`config.mk`:
```
export PLATFORM = sky130hd
export DESIGN_NAME = extint_unit
export DESIGN_NICKNAME = d
export VERILOG_FILES = /design/src/rtl/eiu_pkg.sv /design/src/rtl/eiu_sync.sv /design/src/rtl/eiu_chan.sv /design/src/rtl/eiu_regs.sv /design/src/rtl/extint_unit.sv
export SDC_FILE = /design/constraint.sdc
export NUM_CORES = 1
export LEC_CHECK = 0
export BUFFER_PORTS_ARGS = -buffer_cell sky130_fd_sc_hd__buf_2
export CAP_MARGIN = 0
export CORE_UTILIZATION = 40
export CTS_CLUSTER_DIAMETER = 120
export DETAILED_ROUTE_END_ITERATION = 8
export PLACE_DENSITY = 0.72
export SYNTH_ARGS = -nofsm -noshare
export SYNTH_HDL_FRONTEND = slang
export SYNTH_SLANG_ARGS = --single-unit
```
`constraint.sdc`:
```
create_clock -name clk -period 1.7 [get_ports clk]
set_input_delay 0.425 -clock clk [delete_from_list [all_inputs] [get_ports clk]]
set_output_delay 0.425 -clock clk [all_outputs]
set_load 0.01 [all_outputs]
```
`src/rtl/eiu_pkg.sv`:
```
package eiu_pkg;

  localparam int REG_W = 32;

  // word index of each register (byte offset >> 2)
  localparam logic [1:0] WIX_CFG  = 2'd0;
  localparam logic [1:0] WIX_CAP  = 2'd1;
  localparam logic [1:0] WIX_PEND = 2'd2;
  localparam logic [1:0] WIX_EN   = 2'd3;

  // trigger codes
  localparam logic [3:0] TRIG_OFF  = 4'd0;
  localparam logic [3:0] TRIG_RISE = 4'd1;
  localparam logic [3:0] TRIG_FALL = 4'd2;
  localparam logic [3:0] TRIG_BOTH = 4'd3;
  localparam logic [3:0] TRIG_HIGH = 4'd5;
  localparam logic [3:0] TRIG_LOW  = 4'd6;

  typedef struct packed {
    logic on_rise;
    logic on_fall;
    logic lvl_hi;
    logic lvl_lo;
  } trig_sel_t;

  function automatic trig_sel_t trig_decode(input logic [3:0] code);
    trig_sel_t s;
    s = '0;
    case (code)
      TRIG_RISE: s.on_rise = 1'b1;
      TRIG_FALL: s.on_fall = 1'b1;
      TRIG_BOTH: begin
        s.on_rise = 1'b1;
        s.on_fall = 1'b1;
      end
      TRIG_HIGH: s.lvl_hi = 1'b1;
      TRIG_LOW:  s.lvl_lo = 1'b1;
      default:   s = '0;
    endcase
    return s;
  endfunction

endpackage

```
`src/rtl/eiu_sync.sv`:
```
module eiu_sync #(
  parameter int WIDTH  = 6,
  parameter int STAGES = 2
) (
  input  logic             clk,
  input  logic             rst,
  input  logic [WIDTH-1:0] d_i,
  output logic [WIDTH-1:0] q_o
);

  logic [WIDTH-1:0] stg_q [STAGES];

  always_ff @(posedge clk) begin
    if (rst) begin
      for (int k = 0; k < STAGES; k++) stg_q[k] <= '0;
    end else begin
      stg_q[0] <= d_i;
      for (int k = 1; k < STAGES; k++) stg_q[k] <= stg_q[k-1];
    end
  end

  assign q_o = stg_q[STAGES-1];

endmodule

```
`src/rtl/eiu_chan.sv`:
```
module eiu_chan
  import eiu_pkg::*;
(
  input  logic       clk,
  input  logic       rst,
  input  logic       lvl_i,
  input  logic [3:0] code_i,
  input  logic       keep_i,
  output logic       pend_o
);

  logic      prev_q;
  logic      pend_q;
  logic      pend_d;
  trig_sel_t sel;
  logic      rise, fall, is_lvl, hit_edge, lvl_act;

  always_comb begin
    sel      = trig_decode(code_i);
    rise     = lvl_i & ~prev_q;
    fall     = ~lvl_i & prev_q;
    is_lvl   = sel.lvl_hi | sel.lvl_lo;
    hit_edge = (sel.on_rise & rise) | (sel.on_fall & fall);
    lvl_act  = (sel.lvl_hi & lvl_i) | (sel.lvl_lo & ~lvl_i);
    if (is_lvl) pend_d = lvl_act;
    else        pend_d = (pend_q & keep_i) | hit_edge;
  end

  always_ff @(posedge clk) begin
    if (rst) begin
      prev_q <= 1'b0;
      pend_q <= 1'b0;
    end else begin
      prev_q <= lvl_i;
      pend_q <= pend_d;
    end
  end

  assign pend_o = pend_q;

  AST_IDLE_NO_SET: assert property (@(posedge clk) disable iff (rst)
    (sel == '0 && !pend_q) |=> !pend_q);

  AST_EDGE_HOLD: assert property (@(posedge clk) disable iff (rst)
    ((sel.on_rise || sel.on_fall) && pend_q && keep_i) |=> pend_q);

  AST_EDGE_CATCH: assert property (@(posedge clk) disable iff (rst)
    (sel.on_rise && lvl_i && !prev_q) |=> pend_q);

  AST_LEVEL_TRACK: assert property (@(posedge clk) disable iff (rst)
    (sel.lvl_hi && !lvl_i) |=> !pend_q);

endmodule

```
`src/rtl/eiu_regs.sv`:
```
module eiu_regs
  import eiu_pkg::*;
#(
  parameter int N_CH   = 6,
  parameter int ADDR_W = 8
) (
  input  logic              clk,
  input  logic              rst,
  input  logic              wr_i,
  input  logic              rd_i,
  input  logic [ADDR_W-1:0] addr_i,
  input  logic [REG_W-1:0]  wdata_i,
  output logic [REG_W-1:0]  rdata_o,
  input  logic [N_CH-1:0]   lvl_i,
  input  logic [N_CH-1:0]   pend_i,
  output logic [4*N_CH-1:0] cfg_o,
  output logic [N_CH-1:0]   keep_o,
  output logic [N_CH-1:0]   en_o
);

  localparam int CFG_W = 4 * N_CH;

  logic [CFG_W-1:0] cfg_q;
  logic [N_CH-1:0]  en_q;
  logic [REG_W-1:0] rdata_q;
  logic [REG_W-1:0] rmux;
  logic [1:0]       widx;
  logic             in_range;

  assign widx     = addr_i[3:2];
  assign in_range = (addr_i >> 4) == '0;

  always_comb begin
    keep_o = '1;
    if (wr_i && in_range && widx == WIX_PEND) keep_o = wdata_i[N_CH-1:0];
  end

  always_comb begin
    rmux = '0;
    if (in_range) begin
      case (widx)
        WIX_CFG:  rmux = REG_W'(cfg_q);
        WIX_CAP:  rmux = REG_W'(lvl_i);
        WIX_PEND: rmux = REG_W'(pend_i);
        default:  rmux = REG_W'(en_q);
      endcase
    end
  end

  always_ff @(posedge clk) begin
    if (rst) begin
      cfg_q   <= '0;
      en_q    <= '0;
      rdata_q <= '0;
    end else begin
      if (wr_i && in_range && widx == WIX_CFG) cfg_q <= wdata_i[CFG_W-1:0];
      if (wr_i && in_range && widx == WIX_EN)  en_q  <= wdata_i[N_CH-1:0];
      if (rd_i) rdata_q <= rmux;
    end
  end

  assign cfg_o   = cfg_q;
  assign en_o    = en_q;
  assign rdata_o = rdata_q;

  AST_CFG_STABLE: assert property (@(posedge clk) disable iff (rst)
    !wr_i |=> $stable(cfg_q));

  AST_EN_STABLE: assert property (@(posedge clk) disable iff (rst)
    !wr_i |=> $stable(en_q));

  AST_RDATA_HOLD: assert property (@(posedge clk) disable iff (rst)
    !rd_i |=> $stable(rdata_q));

endmodule

```
`src/rtl/extint_unit.sv`:
```
module extint_unit
  import eiu_pkg::*;
#(
  parameter int N_CH        = 6,
  parameter int ADDR_W      = 8,
  parameter int SYNC_STAGES = 2
) (
  input  logic              clk,
  input  logic              rst,
  input  logic [N_CH-1:0]   pin_i,
  input  logic              bus_wr,
  input  logic              bus_rd,
  input  logic [ADDR_W-1:0] bus_addr,
  input  logic [REG_W-1:0]  bus_wdata,
  output logic [REG_W-1:0]  bus_rdata,
  output logic [N_CH-1:0]   irq_o
);

  logic [N_CH-1:0]   lvl;
  logic [N_CH-1:0]   pend;
  logic [N_CH-1:0]   keep;
  logic [N_CH-1:0]   en;
  logic [4*N_CH-1:0] cfg;
  logic [N_CH-1:0]   irq_q;

  eiu_sync #(.WIDTH(N_CH), .STAGES(SYNC_STAGES)) u_sync (
    .clk (clk),
    .rst (rst),
    .d_i (pin_i),
    .q_o (lvl)
  );

  eiu_regs #(.N_CH(N_CH), .ADDR_W(ADDR_W)) u_regs (
    .clk     (clk),
    .rst     (rst),
    .wr_i    (bus_wr),
    .rd_i    (bus_rd),
    .addr_i  (bus_addr),
    .wdata_i (bus_wdata),
    .rdata_o (bus_rdata),
    .lvl_i   (lvl),
    .pend_i  (pend),
    .cfg_o   (cfg),
    .keep_o  (keep),
    .en_o    (en)
  );

  for (genvar i = 0; i < N_CH; i++) begin : g_ch
    eiu_chan u_chan (
      .clk    (clk),
      .rst    (rst),
      .lvl_i  (lvl[i]),
      .code_i (cfg[4*i +: 4]),
      .keep_i (keep[i]),
      .pend_o (pend[i])
    );
  end

  always_ff @(posedge clk) begin
    if (rst) irq_q <= '0;
    else     irq_q <= pend & en;
  end

  assign irq_o = irq_q;

  AST_IRQ_GATED: assert property (@(posedge clk) disable iff (rst)
    (irq_q & ~$past(en)) == '0);

  AST_IRQ_FROM_PEND: assert property (@(posedge clk) disable iff (rst)
    (irq_q & ~$past(pend)) == '0);

endmodule

```
Yosys cells after proc, flatten, opt, wreduce, memory -nomap -nowiden
Memories as Yosys holds them, arrays and structs flattened.
Index checks and enable logic that the tools add are counted.

cells by class
  multiply operators = 0
  bitwise logic cells = 81
  add/sub/neg operators = 0
  magnitude comparators = 0
  shift operators = 0
  eq/ne operators = 33
  multiplexer cells = 38
  reductions and logical operators = 18
  divide/modulo/power cells = 0

operators by type and width
  kind                  count
  $pmux W24 S3          1
  $eq A4 B2 Y1 const B  12
  $eq A4 B3 Y1 const B  12
  $and A1 B1 Y1         42
  $mux W1               33
  $mux W32              1
  $or A1 B1 Y1          26
  $eq A4 B1 Y1 const B  6
  $reduce_or A2 Y1      12
  $mux W6               3
  $not A1 Y1            12
  $logic_not A8 Y1      1
  $and A6 B6 Y6         1
  $eq A2 B2 Y1 const B  2
  $logic_and A1 B1 Y1   4
  $eq A2 B1 Y1 const B  1
  $logic_not A2 Y1      1

storage, ports and cells
  input bits = 50
  output and inout port bits = 38
  logic and storage cells = 187
  latch bits = 0
  flip-flop bits (word level) = 80
  bits in writable memories = 12
  memories = 1
  bits in read-only memories = 0

memory list
  name          words  width  read ports  clocked after memory_dff  write ports  line            RTL
  u_sync.stg_q  2      6      2           0                         2            eiu_sync.sv:11  logic [WIDTH-1:0] stg_q [STAGES];

Depth between registers and ports, before layout
Gate-level depths: netlist (run 1).

  word-level depth = 7
  gate-level depth with buffers = 7
  gate-level depth less buffers = 4

Hierarchy
From an unflattened synthesis (run 1), not the netlist that was laid out.

unflattened totals
  cells, all modules = 406
  area total of the unflattened synthesis = 3953.8 µm²

modules (own cells, without submodules)
  module       instances  sequential area each (µm²)  cells each  area an instance (µm²)
  eiu_regs     1          1081.0                      267         2543.7
  eiu_chan     6          40.0                        16          137.6
  eiu_sync     1          240.2                       31          411.6
  extint_unit  1          120.1                       12          172.7

Least setup slack after synthesis (run 1)
No wires, ideal clock.

  path type = input -> register
  start point = input bus_addr[5]
  end point = register u_regs.en_q[0] (netlist: u_regs.en_o[0])
  path buffers = 1
  required time = 1.572 ns
  setup time = 0.128 ns
  cell stages on the path = 5
  slack = 0.219 ns
  arrival time = 1.353 ns
  cells stage by stage = nor4_4 -> and4_2 -> buf_4 -> mux2i_1 -> nor2_1

on the way
  word-level cells in the longest chain between the ends = 3

ends and longest elaborated chain
  item                               line               RTL
  start: declaration                 extint_unit.sv:13  input logic [ADDR_W-1:0] bus_addr,
  $logic_not A8 Y1                   eiu_regs.sv:31     assign in_range = (addr_i >> 4) == '0;
  $logic_and A1 B1 Y1 (2 in series)  eiu_regs.sv:57     if (wr_i && in_range && widx == WIX_EN) en_q <= wdata_i[N_CH-1:0];
  end signal: assignment             eiu_regs.sv:57
  end: declaration                   eiu_regs.sv:24     logic [N_CH-1:0] en_q;

Every way passes these cells.
A chain may end at the register's enable or synchronous reset.

Final worst setup path (run 1)
  start point = input bus_addr[5]
  end point = register u_regs.rdata_q[11] (netlist: u_regs.rdata_o[11])

on the way
  word-level cells in the longest chain between the ends = 2

ends and longest elaborated chain
  item                    line            RTL
  $logic_not A8 Y1        eiu_regs.sv:31
  $mux W32                eiu_regs.sv:40  if (in_range) begin
  end signal: assignment  eiu_regs.sv:58  if (rd_i) rdata_q <= rmux;
  end: declaration        eiu_regs.sv:25  logic [REG_W-1:0] rdata_q;

Every way passes these cells.

==> flow_metrics.py, run 1 <==
metrics = {
    "placement": {
        "post_dp_cell_area_um2": 3861,
        "globalplace.congestion": 0.7964,
        "detailedPlacementHpwl_um": 5254,
        "placement.io_buffers": 69,
        "post-place-cells": 521,
    },
    "timing": {
        "timing.fmax_ghz": 0.7402,
        "timing.final.max_slew_violations": 0,
        "rsz0062_at_grt": "no",
        "fin_skew_ns": 0.01029,
        "count_of_endpoints_failing_hold_in_the_final_timing_report": 0,
        "finalCriticalPeriod_ns": 1.351,
        "final_setup_violating_endpoints": 0,
        "finalCritPeriodShare": 0.7947,
        "whs_ns": 0.2783,
    },
    "run_status": {
        "outcome": "complete, no violations",
    },
    "hold_path": {
        "whs_path_depth": 2,
        "min_from": "pin_i[1]",
        "min_path_type": "in2reg",
        "worst_hold_path_ep": "u_sync.stg_q[0][1]$_SDFF_PP0_",
    },
    "critical_path": {
        "reg2reg_setup_slack_ns": 0.53,
        "r2r-end": "u_regs.rdata_o[4]$_SDFFE_PP0P_",
        "worstPathRequired_ns": 1.98,
        "worstSetupEndpointType": "flop",
        "crit_chain": "buf_2 -> nor4_4 -> buf_4 -> and2_1 -> buf_12 -> nand3_1 -> a21oi_1",
        "critical_path.startpoint_type": "input pin",
        "crit_path_max_incr_delay_ns": 0.33,
        "regToRegStartpoint": "u_regs.cfg_o[4]$_SDFFE_PP0P_",
        "critical_path_data_arrival_time_ns": 1.63,
        "crit_path_max_fanout": 18,
        "crit_buf_inv": 3,
        "reg2reg_depth": 2,
        "cp_top_family": "simple AND/OR/NAND/NOR gates",
        "critical-path-slowest-cell": "nor4_4",
        "start_to_end_type_of_the_worst_setup_path": "in2reg",
    },
    "yosys": {
        "yosys-top-cells-area": "dfxtp_1 48%, nand2_1 7.7%, a21oi_1 5.4%",
        "synth-main-ff-cell": "dfxtp_1",
        "ys_async_sr_fraction": 0,
        "synth_seq_cells": 84,
        "netlist_instances": 361,
        "yosys.area.top_type_share": 0.4809,
        "avgSynthCellArea_um2": 9.687,
        "yosysUniqueCellTypes": 32,
        "synth_edf_count": 0,
        "synth_warn": 0,
        "ys_seq_area_frac": 0.4809,
        "netlist.top_cell.by_area": "dfxtp_1",
        "syn_area_um2": 3497,
    },
    "route": {
        "m1WireLength_um": 3350,
        "top_layer": "met4",
        "drt-total-wl_um": 7564,
        "drtAntennaViolNets": 0,
        "vias_per_cell": 5.015,
        "detailroute.wirelength.met3_um": 443,
        "dr.first_iter.drc_count": 201,
        "via_count": 2683,
        "routed-wl-met2_um": 3665,
        "drt-wirelength-per-cell_um": 14.14,
        "drtPass1Iterations": 4,
        "drc_errors": 0,
    },
    "cts": {
        "tritoncts": "built",
        "htree_num_levels": 3,
        "ctsHoldBuffers": 0,
        "clock_insertion_delay_at_the_later_pin_of_the_skew_report_ns": 0.36,
        "ctsRootBufferMaster": "clkbuf_8",
        "cts_buffers": 9,
        "cts.reportedPaths.clkPinSlew_ns": 0.08,
        "cts_setup_buffers": 0,
        "cts_num_sinks": 84,
        "cts.path.max_buffers": 2,
        "cts_repair_resize_count": 0,
    },
    "final_layout": {
        "area_growth_syn_to_layout_pct": 15.85,
        "utilization": 0.4857,
        "num-nets-final": 477,
        "num-fill-cells": 806,
        "antenna_cells": 0,
        "fin_cells": 535,
        "post-route-cell-area_um2": 4051,
        "drive_above_1_share": 0.2837,
    },
    "die": {
        "die_h_um": 95.50,
        "floorplan.initialDensity": 0.4193,
        "core_region_area_um2": 8341,
        "top_level_ports": 88,
        "floorplan.rows": 33,
        "dieArea_um2": 9120,
        "chipWidth_um": 95.50,
    },
    "global_route": {
        "globalRouteOverflowTotal": 0,
        "groute.usage.overall": 0.1743,
        "number_of_global_route_vias_before_repair": 2446,
        "pin_count_of_the_biggest_net_entering_global_routing": 73,
        "global_route_wire_length_before_repair_um": 11780,
        "antenna_found_initial": 0,
    },
    "power_and_ir_drop": {
        "cellPowerDensity_nw_per_um2": 884.7,
        "static-leakage-power_nw": 1.534,
        "design_power_total_w": 0.003584,
        "ir_worst_vdd_v": 0.0003698,
    },
    "run": {
        "drv.max_cap_violation_count": 0,
    },
}
## report_power, final
| group | switching (W) | total, W | internal [W] |
|---|---|---|---|
| sequential | 0.0000123 | 0.00200 | 0.00199 |
| combinational | 0.000109 | 0.000184 | 0.0000753 |
| clock | 0.000660 | 0.00140 | 0.000742 |
| total | 0.000782 | 0.00358 | 0.00280 |
## cells in the mapped netlist (4+ instances only)
master / n
nand3b_1: 6
nand3_1: 9
xor2_1: 6
a32o_1: 6
clkbuf_8: 5
nor2_1: 7
mux4_2: 6
nand2_1: 72
buf_4: 10
mux2i_1: 6
clkbuf_1: 11
nand3_2: 10
o2111ai_1: 6
nand2b_1: 18
dfxtp_1: 84
a41oi_1: 6
and3_1: 7
a21oi_2: 10
o31ai_1: 6
nor2b_1: 18
buf_6: 4
a21oi_1: 38
## logic make-up (layout without fill, tap and decap cells)
group / count (synthesis) / after routing / synth area share
xor gates and xnor gates: 6 / 6 / 0.01503
muxes: 12 / 12 / 0.05581
AOI/OAI and AO/OA: 72 / 72 / 0.1395
other: 1 / 8 / 0.001072
and+or+nand+nor: 152 / 152 / 0.2315
DFF: 84 / 84 / 0.4809
buffers and inverters: 34 / 96 / 0.07621
## worst max path at each step
stage,start,endpoint,slack (ns),cells after the start
floorplan,bus_addr[5],u_regs.en_o[0]$_SDFFE_PP0P_,0.22,5
global placement,bus_addr[5],g_ch[3].u_chan.pend_o$_SDFF_PP0_,0.008,7
detailed placement,bus_addr[5],g_ch[1].u_chan.pend_o$_SDFF_PP0_,-0.05,7
CTS,bus_addr[5],u_regs.rdata_o[11]$_SDFFE_PP0P_,0.33,7
global route,bus_addr[5],u_regs.en_o[5]$_SDFFE_PP0P_,0.24,5
finish,bus_addr[5],u_regs.rdata_o[11]$_SDFFE_PP0P_,0.35,7
## routing by layer
layer / track usage / vias up
met5: 0 / -
met4: 0.07090 / 0
met3: 0.05183 / 8
met2: 0.2821 / 79
met1: 0.2163 / 1234
li1: - / 1362
## layout by cell type, fill, tap and decap left out, types with 3 or more instances in the layout
cell and instances:
nor2_1 7, conb_1 8, dfxtp_1 84, nand3_2 10, mux2i_1 6, and3_1 7, a21oi_2 10, o2111ai_1 6
mux4_2 6, a32o_1 6, buf_12 3, buf_4 8, nand3_1 9, xor2_1 6, nand2_1 72, o31ai_1 6
buf_2 69, nand3b_1 6, nand2b_1 18, nor2b_1 18, a41oi_1 6, clkbuf_8 11, a21oi_1 38
## registers in the layout, indices dropped and copies added (netlist names)
name / cells
u_regs.cfg_o: 24
u_regs.en_o: 6
u_sync.stg_q: 12
u_regs.rdata_o: 24
g_ch.u_chan.pend_o: 6
irq_o: 6
g_ch.u_chan.prev_q: 6
## cell type report
class	count	area (µm²)	share of cell area
clock inverters	2	35.03	0.008647
repair buffers	80	465.4	0.1149
multi-input cells	250	1575	0.3888
flip-flops and latches	84	1682	0.4151
inverters	2	7.507	0.001853
well taps	105	131.4	0.03243
clock buffers	12	155.1	0.03830
## through the flow
stage	setup slack (ns)	setup TNS, ns
2_1_floorplan	0.2193	0
3_5_place_dp	-0.05043	-0.7779
5_1_grt	0.2401	0
4_1_cts	0.3269	0
3_3_place_gp	0.007585	0
6_report	0.3490	0
(Power assumes the default switching activity.)
==> run 2, diff against run 1 <==
==> constraint.sdc (replaced) <==
create_clock -name clk -period 1.3 [get_ports clk]
set_input_delay 0.325 -clock clk [delete_from_list [all_inputs] [get_ports clk]]
set_output_delay 0.325 -clock clk [all_outputs]
set_load 0.01 [all_outputs]
==> flow_metrics.py, run 2 (same netlist as run 1, synthesis figures left out) <==
metrics = {
    "critical_path": {
        "crit_path_max_fanout": 6,
        "worstSetupEndpointType": "flop",
        "start_to_end_type_of_the_worst_setup_path": "in2reg",
        "critical_path_data_arrival_time_ns": 1.49,
        "critical_path.startpoint_type": "input pin",
        "worstPathRequired_ns": 1.54,
    },
    "cts": {
        "tritoncts": "built",
        "cts.path.max_buffers": 2,
        "cts_buffers": 9,
        "ctsRootBufferMaster": "clkbuf_8",
        "clock_insertion_delay_at_the_later_pin_of_the_skew_report_ns": 0.35,
        "cts_num_sinks": 84,
        "cts_repair_resize_count": 0,
        "cts.reportedPaths.clkPinSlew_ns": 0.08,
        "htree_num_levels": 3,
        "cts_setup_buffers": 0,
        "ctsHoldBuffers": 0,
    },
    "timing": {
        "rsz0062_at_grt": "yes",
        "final_setup_violating_endpoints": 0,
        "finalCritPeriodShare": 0.9627,
        "fin_skew_ns": 0.006450,
        "finalCriticalPeriod_ns": 1.251,
        "layout_setup_ws_ns": 0.04854,
        "count_of_endpoints_failing_hold_in_the_final_timing_report": 0,
        "timing.final.max_slew_violations": 0,
        "timing.fmax_ghz": 0.7991,
    },
    "route": {
        "vias_per_cell": 5.031,
        "via_count": 2727,
        "drc_errors": 0,
        "drt-wirelength-per-cell_um": 14.58,
        "drtPass1Iterations": 4,
        "dr.first_iter.drc_count": 108,
        "drt-total-wl_um": 7901,
        "drtAntennaViolNets": 0,
    },
    "hold_path": {
        "min_path_type": "in2reg",
    },
    "global_route": {
        "global_route_wire_length_before_repair_um": 12120,
        "antenna_found_initial": 0,
        "groute.usage.overall": 0.1798,
        "pin_count_of_the_biggest_net_entering_global_routing": 31,
        "globalRouteOverflowTotal": 0,
        "number_of_global_route_vias_before_repair": 2501,
    },
    "power_and_ir_drop": {
        "switchingPower_w": 0.001042,
        "cellPowerDensity_nw_per_um2": 1102,
        "internal_power_w": 0.003445,
        "ir_worst_vdd_v": 0.0003697,
        "static-leakage-power_nw": 1.544,
        "share_seq_of_total_power": 0.582,
        "portion_of_total_power_attributed_to_combinational_logic": 0.056,
        "swShare": 0.2322,
        "design_power_total_w": 0.004487,
        "p_clk_frac": 0.362,
    },
    "final_layout": {
        "antenna_cells": 0,
        "drive_above_1_share": 0.2929,
        "area_growth_syn_to_layout_pct": 16.46,
        "layout.cells.most_common": "dfxtp_1",
        "mostFrequentLayoutCells": "84 x dfxtp_1, 72 x nand2_1, 69 x buf_2, 38 x a21oi_1",
        "num-nets-final": 483,
        "fin_cells": 542,
        "utilization": 0.4883,
        "num-fill-cells": 805,
    },
    "placement": {
        "place_worst_setup_slack_ns": -0.3354,
        "globalplace.congestion": 0.7994,
        "post-place-cells": 526,
        "placement.io_buffers": 69,
        "detailedPlacementHpwl_um": 5532,
    },
    "die": {
        "floorplan.initialDensity": 0.4193,
        "die_h_um": 95.50,
        "chipWidth_um": 95.50,
        "dieArea_um2": 9120,
        "top_level_ports": 88,
        "core_region_area_um2": 8341,
        "floorplan.rows": 33,
    },
    "run_status": {
        "outcome": "complete, no violations",
    },
    "run": {
        "drv.max_cap_violation_count": 0,
    },
}
run 2: power groups by stage:
stage / registers, W / logic [W] / clock network (W)
6_report: 0.00261 / 0.000252 / 0.00162
5_1_grt: 0.00262 / 0.000276 / 0.00177
4_1_cts: 0.00261 / 0.000250 / 0.00165
3_5_place_dp: 0.00267 / 0.000250 / 0
3_3_place_gp: 0.00267 / 0.000245 / 0
2_1_floorplan: 0.00267 / 0.000168 / 0
run 2: worst max-delay path, cell delays in order:
cell     delay (ns)
buf_2          0.12
nor4_4         0.42
and4_4         0.37
mux2i_1        0.21
nor2_1         0.06
run 2: layer usage:
layer	track usage	part of all wire
met5	0	0
met2	0.2762	0.47
met4	0.09577	0.022
met3	0.03828	0.054
met1	0.2355	0.46
run 2: final cells by class:
class	count	area, µm²	share of cell area
clock buffers	14	152.6	0.03748
clock inverters	1	8.758	0.002151
inverters	2	7.507	0.001843
multi-input cells	250	1584	0.3889
flip-flops and latches	84	1682	0.4129
well taps	105	131.4	0.03226
repair buffers	86	506.7	0.1244
run 2: final timing paths:
path	endpoint	startpoint	slack, ns	depth (start not counted)
worst max register to register	u_regs.rdata_o[4]$_SDFFE_PP0P_	u_regs.cfg_o[4]$_SDFFE_PP0P_	0.11	2
worst min register to register	u_sync.stg_q[0][10]$_SDFF_PP0_	u_sync.stg_q[0][4]$_SDFF_PP0_	0.44	1
worst min-delay path	u_sync.stg_q[0][2]$_SDFF_PP0_	pin_i[2]	0.17	2
worst max-delay path	u_regs.en_o[2]$_SDFFE_PP0P_	bus_addr[5]	0.05	5
run 2: through the flow:
| step | cell area, µm² | TNS [ns] | hold WS [ns] |
|---|---|---|---|
| floorplan | 3528 | -1.617 | 0.4138 |
| global route | 4073 | -0.001588 | 0.1766 |
| detailed placement | 3875 | -16.11 | 0.4239 |
| finish | 4073 | 0 | 0.1748 |
| CTS | 4036 | 0 | 0.1579 |
| global placement | 3875 | -12.83 | 0.4237 |
==> run 3, diff against run 2 <==
==> constraint.sdc (replaced) <==
create_clock -name clk -period 1.2 [get_ports clk]
set_input_delay 0.3 -clock clk [delete_from_list [all_inputs] [get_ports clk]]
set_output_delay 0.3 -clock clk [all_outputs]
set_load 0.01 [all_outputs]
==> flow_metrics.py, run 3 (same netlist as run 1, synthesis figures left out) <==
metrics = {
    "global_route": {
        "antenna_found_initial": 0,
        "global_route_wire_length_before_repair_um": 12050,
        "pin_count_of_the_biggest_net_entering_global_routing": 46,
        "number_of_global_route_vias_before_repair": 2502,
        "globalRouteOverflowTotal": 0,
        "groute.usage.overall": 0.1770,
    },
    "critical_path": {
        "start_to_end_type_of_the_worst_setup_path": "in2reg",
        "crit_path_max_incr_delay_ns": 0.41,
        "crit_chain": "buf_6 -> nor4_4 -> and4_4 -> mux2i_1 -> nor2_1",
        "reg2reg_setup_slack_ns": 0.04,
        "crit_path_max_fanout": 6,
        "r2r-end": "u_regs.rdata_o[4]$_SDFFE_PP0P_",
        "critical_path.startpoint_type": "input pin",
        "launching_instance_or_port_of_the_critical_path": "bus_addr[5]",
        "regToRegStartpoint": "u_sync.stg_q[0][10]$_SDFF_PP0_",
        "crit_buf_inv": 1,
        "critical-path-slowest-cell": "nor4_4",
        "worstSetupEndpointType": "flop",
        "reg2reg_depth": 2,
        "worstPathRequired_ns": 1.44,
        "critical_path_data_arrival_time_ns": 1.50,
        "cp_top_family": "simple AND/OR/NAND/NOR gates",
    },
    "die": {
        "top_level_ports": 88,
        "chipWidth_um": 95.50,
        "dieArea_um2": 9120,
        "die_h_um": 95.50,
        "floorplan.rows": 33,
        "core_region_area_um2": 8341,
        "floorplan.initialDensity": 0.4193,
    },
    "power_and_ir_drop": {
        "cellPowerDensity_nw_per_um2": 1130,
        "static-leakage-power_nw": 1.710,
        "ir_worst_vdd_v": 0.0005310,
    },
    "route": {
        "drt-wirelength-per-cell_um": 15.63,
        "drt-total-wl_um": 8614,
        "via_count": 2848,
        "vias_per_cell": 5.169,
        "drtPass1Iterations": 4,
        "drtAntennaViolNets": 0,
        "drc_errors": 0,
        "dr.first_iter.drc_count": 153,
    },
    "final_layout": {
        "utilization": 0.5357,
        "drive_above_1_share": 0.3857,
        "area_growth_syn_to_layout_pct": 27.76,
        "num-nets-final": 494,
        "fin_cells": 551,
        "antenna_cells": 0,
        "post-route-cell-area_um2": 4468,
        "mostFrequentLayoutCells": "84 x dfxtp_1, 67 x buf_2, 65 x nand2_1, 27 x a21oi_1, 21 x a21oi_2",
        "layout.cells.most_common": "dfxtp_1",
    },
    "timing": {
        "count_of_endpoints_failing_hold_in_the_final_timing_report": 0,
        "fin_skew_ns": 0.009498,
        "layout_setup_ws_ns": -0.05937,
        "timing.fmax_ghz": 0.7940,
        "finalCriticalPeriod_ns": 1.259,
        "whs_ns": 0.1625,
        "timing.final.max_slew_violations": 0,
        "rsz0062_at_grt": "yes",
        "finalCritPeriodShare": 1.049,
        "final_setup_violating_endpoints": 13,
    },
    "cts": {
        "cts.reportedPaths.clkPinSlew_ns": 0.08,
        "tritoncts": "built",
        "clock_insertion_delay_at_the_later_pin_of_the_skew_report_ns": 0.35,
        "cts_buffers": 9,
        "cts.path.max_buffers": 2,
        "ctsRootBufferMaster": "clkbuf_8",
        "cts_num_sinks": 84,
        "htree_num_levels": 3,
    },
    "placement": {
        "post_dp_cell_area_um2": 3973,
        "placement.io_buffers": 69,
        "globalplace.congestion": 0.7424,
        "detailedPlacementHpwl_um": 5582,
        "post-place-cells": 534,
    },
    "hold_path": {
        "min_from": "pin_i[5]",
        "whs_path_depth": 2,
        "worst_hold_path_ep": "u_sync.stg_q[0][5]$_SDFF_PP0_",
        "min_path_type": "in2reg",
    },
    "run": {
        "drv.max_cap_violation_count": 0,
    },
    "run_status": {
        "outcome": "finished with violations",
        "violated_checks": "setup timing",
    },
}
run 3: repair_timing:
item | in CTS | in global routing
setup endpoints to repair | 0 | 52
buffers inserted | 0 | 0
hold buffers | 0 | 0
resized for setup | 0 | 50
run 3: area by class of cell:
cell class	count	area, µm²
fill	762	3872
clock inverter	3	40.04
inverter	2	7.507
clock buffer	10	137.6
tap	105	131.4
sequential	84	1682
timing repair buffer	97	698.2
multi-input combinational	250	1772
run 3: power by group:
group	internal, W	switching (W)
Clock	0.000977	0.000917
Combinational	0.000138	0.000186
Sequential	0.00281	0.0000184
Total	0.00393	0.00112
run 3: per-stage QoR:
step / total power [W] / worst slack, ns / setup TNS [ns]
2_1_floorplan: 0.003072 / -0.1390 / -5.135
3_3_place_gp: 0.003179 / -0.3100 / -16.05
3_5_place_dp: 0.003184 / -0.3499 / -17.86
4_1_cts: 0.005044 / 0.01652 / 0
5_1_grt: 0.005241 / -0.1146 / -2.958
6_report: 0.005049 / -0.05937 / -0.2682
run 3: how the worst max path moves through the flow:
stage	end	slack, ns	cells after the start
floorplan	u_regs.en_o[0]$_SDFFE_PP0P_	-0.14	5
global placement	u_regs.en_o[2]$_SDFFE_PP0P_	-0.31	5
detailed placement	u_regs.en_o[2]$_SDFFE_PP0P_	-0.35	5
CTS	u_regs.rdata_o[23]$_SDFFE_PP0P_	0.02	6
global route	u_regs.en_o[4]$_SDFFE_PP0P_	-0.11	5
finish	u_regs.en_o[4]$_SDFFE_PP0P_	-0.06	5
run 3: per-layer routing:
| metal | vias to the layer above | track usage | share of wire |
|---|---|---|---|
| met5 | - | 0 | 0 |
| met4 | 0 | 0.08085 | 0.020 |
| met3 | 17 | 0.04386 | 0.079 |
| met2 | 108 | 0.2756 | 0.48 |
| met1 | 1331 | 0.2306 | 0.42 |
| li1 | 1392 | - | - |
run 3: worst register-to-register path, cell delays in order (launching register included):
cell and delay (ns):
dfxtp_1 0.35, mux4_2 0.48, a32o_1 0.23
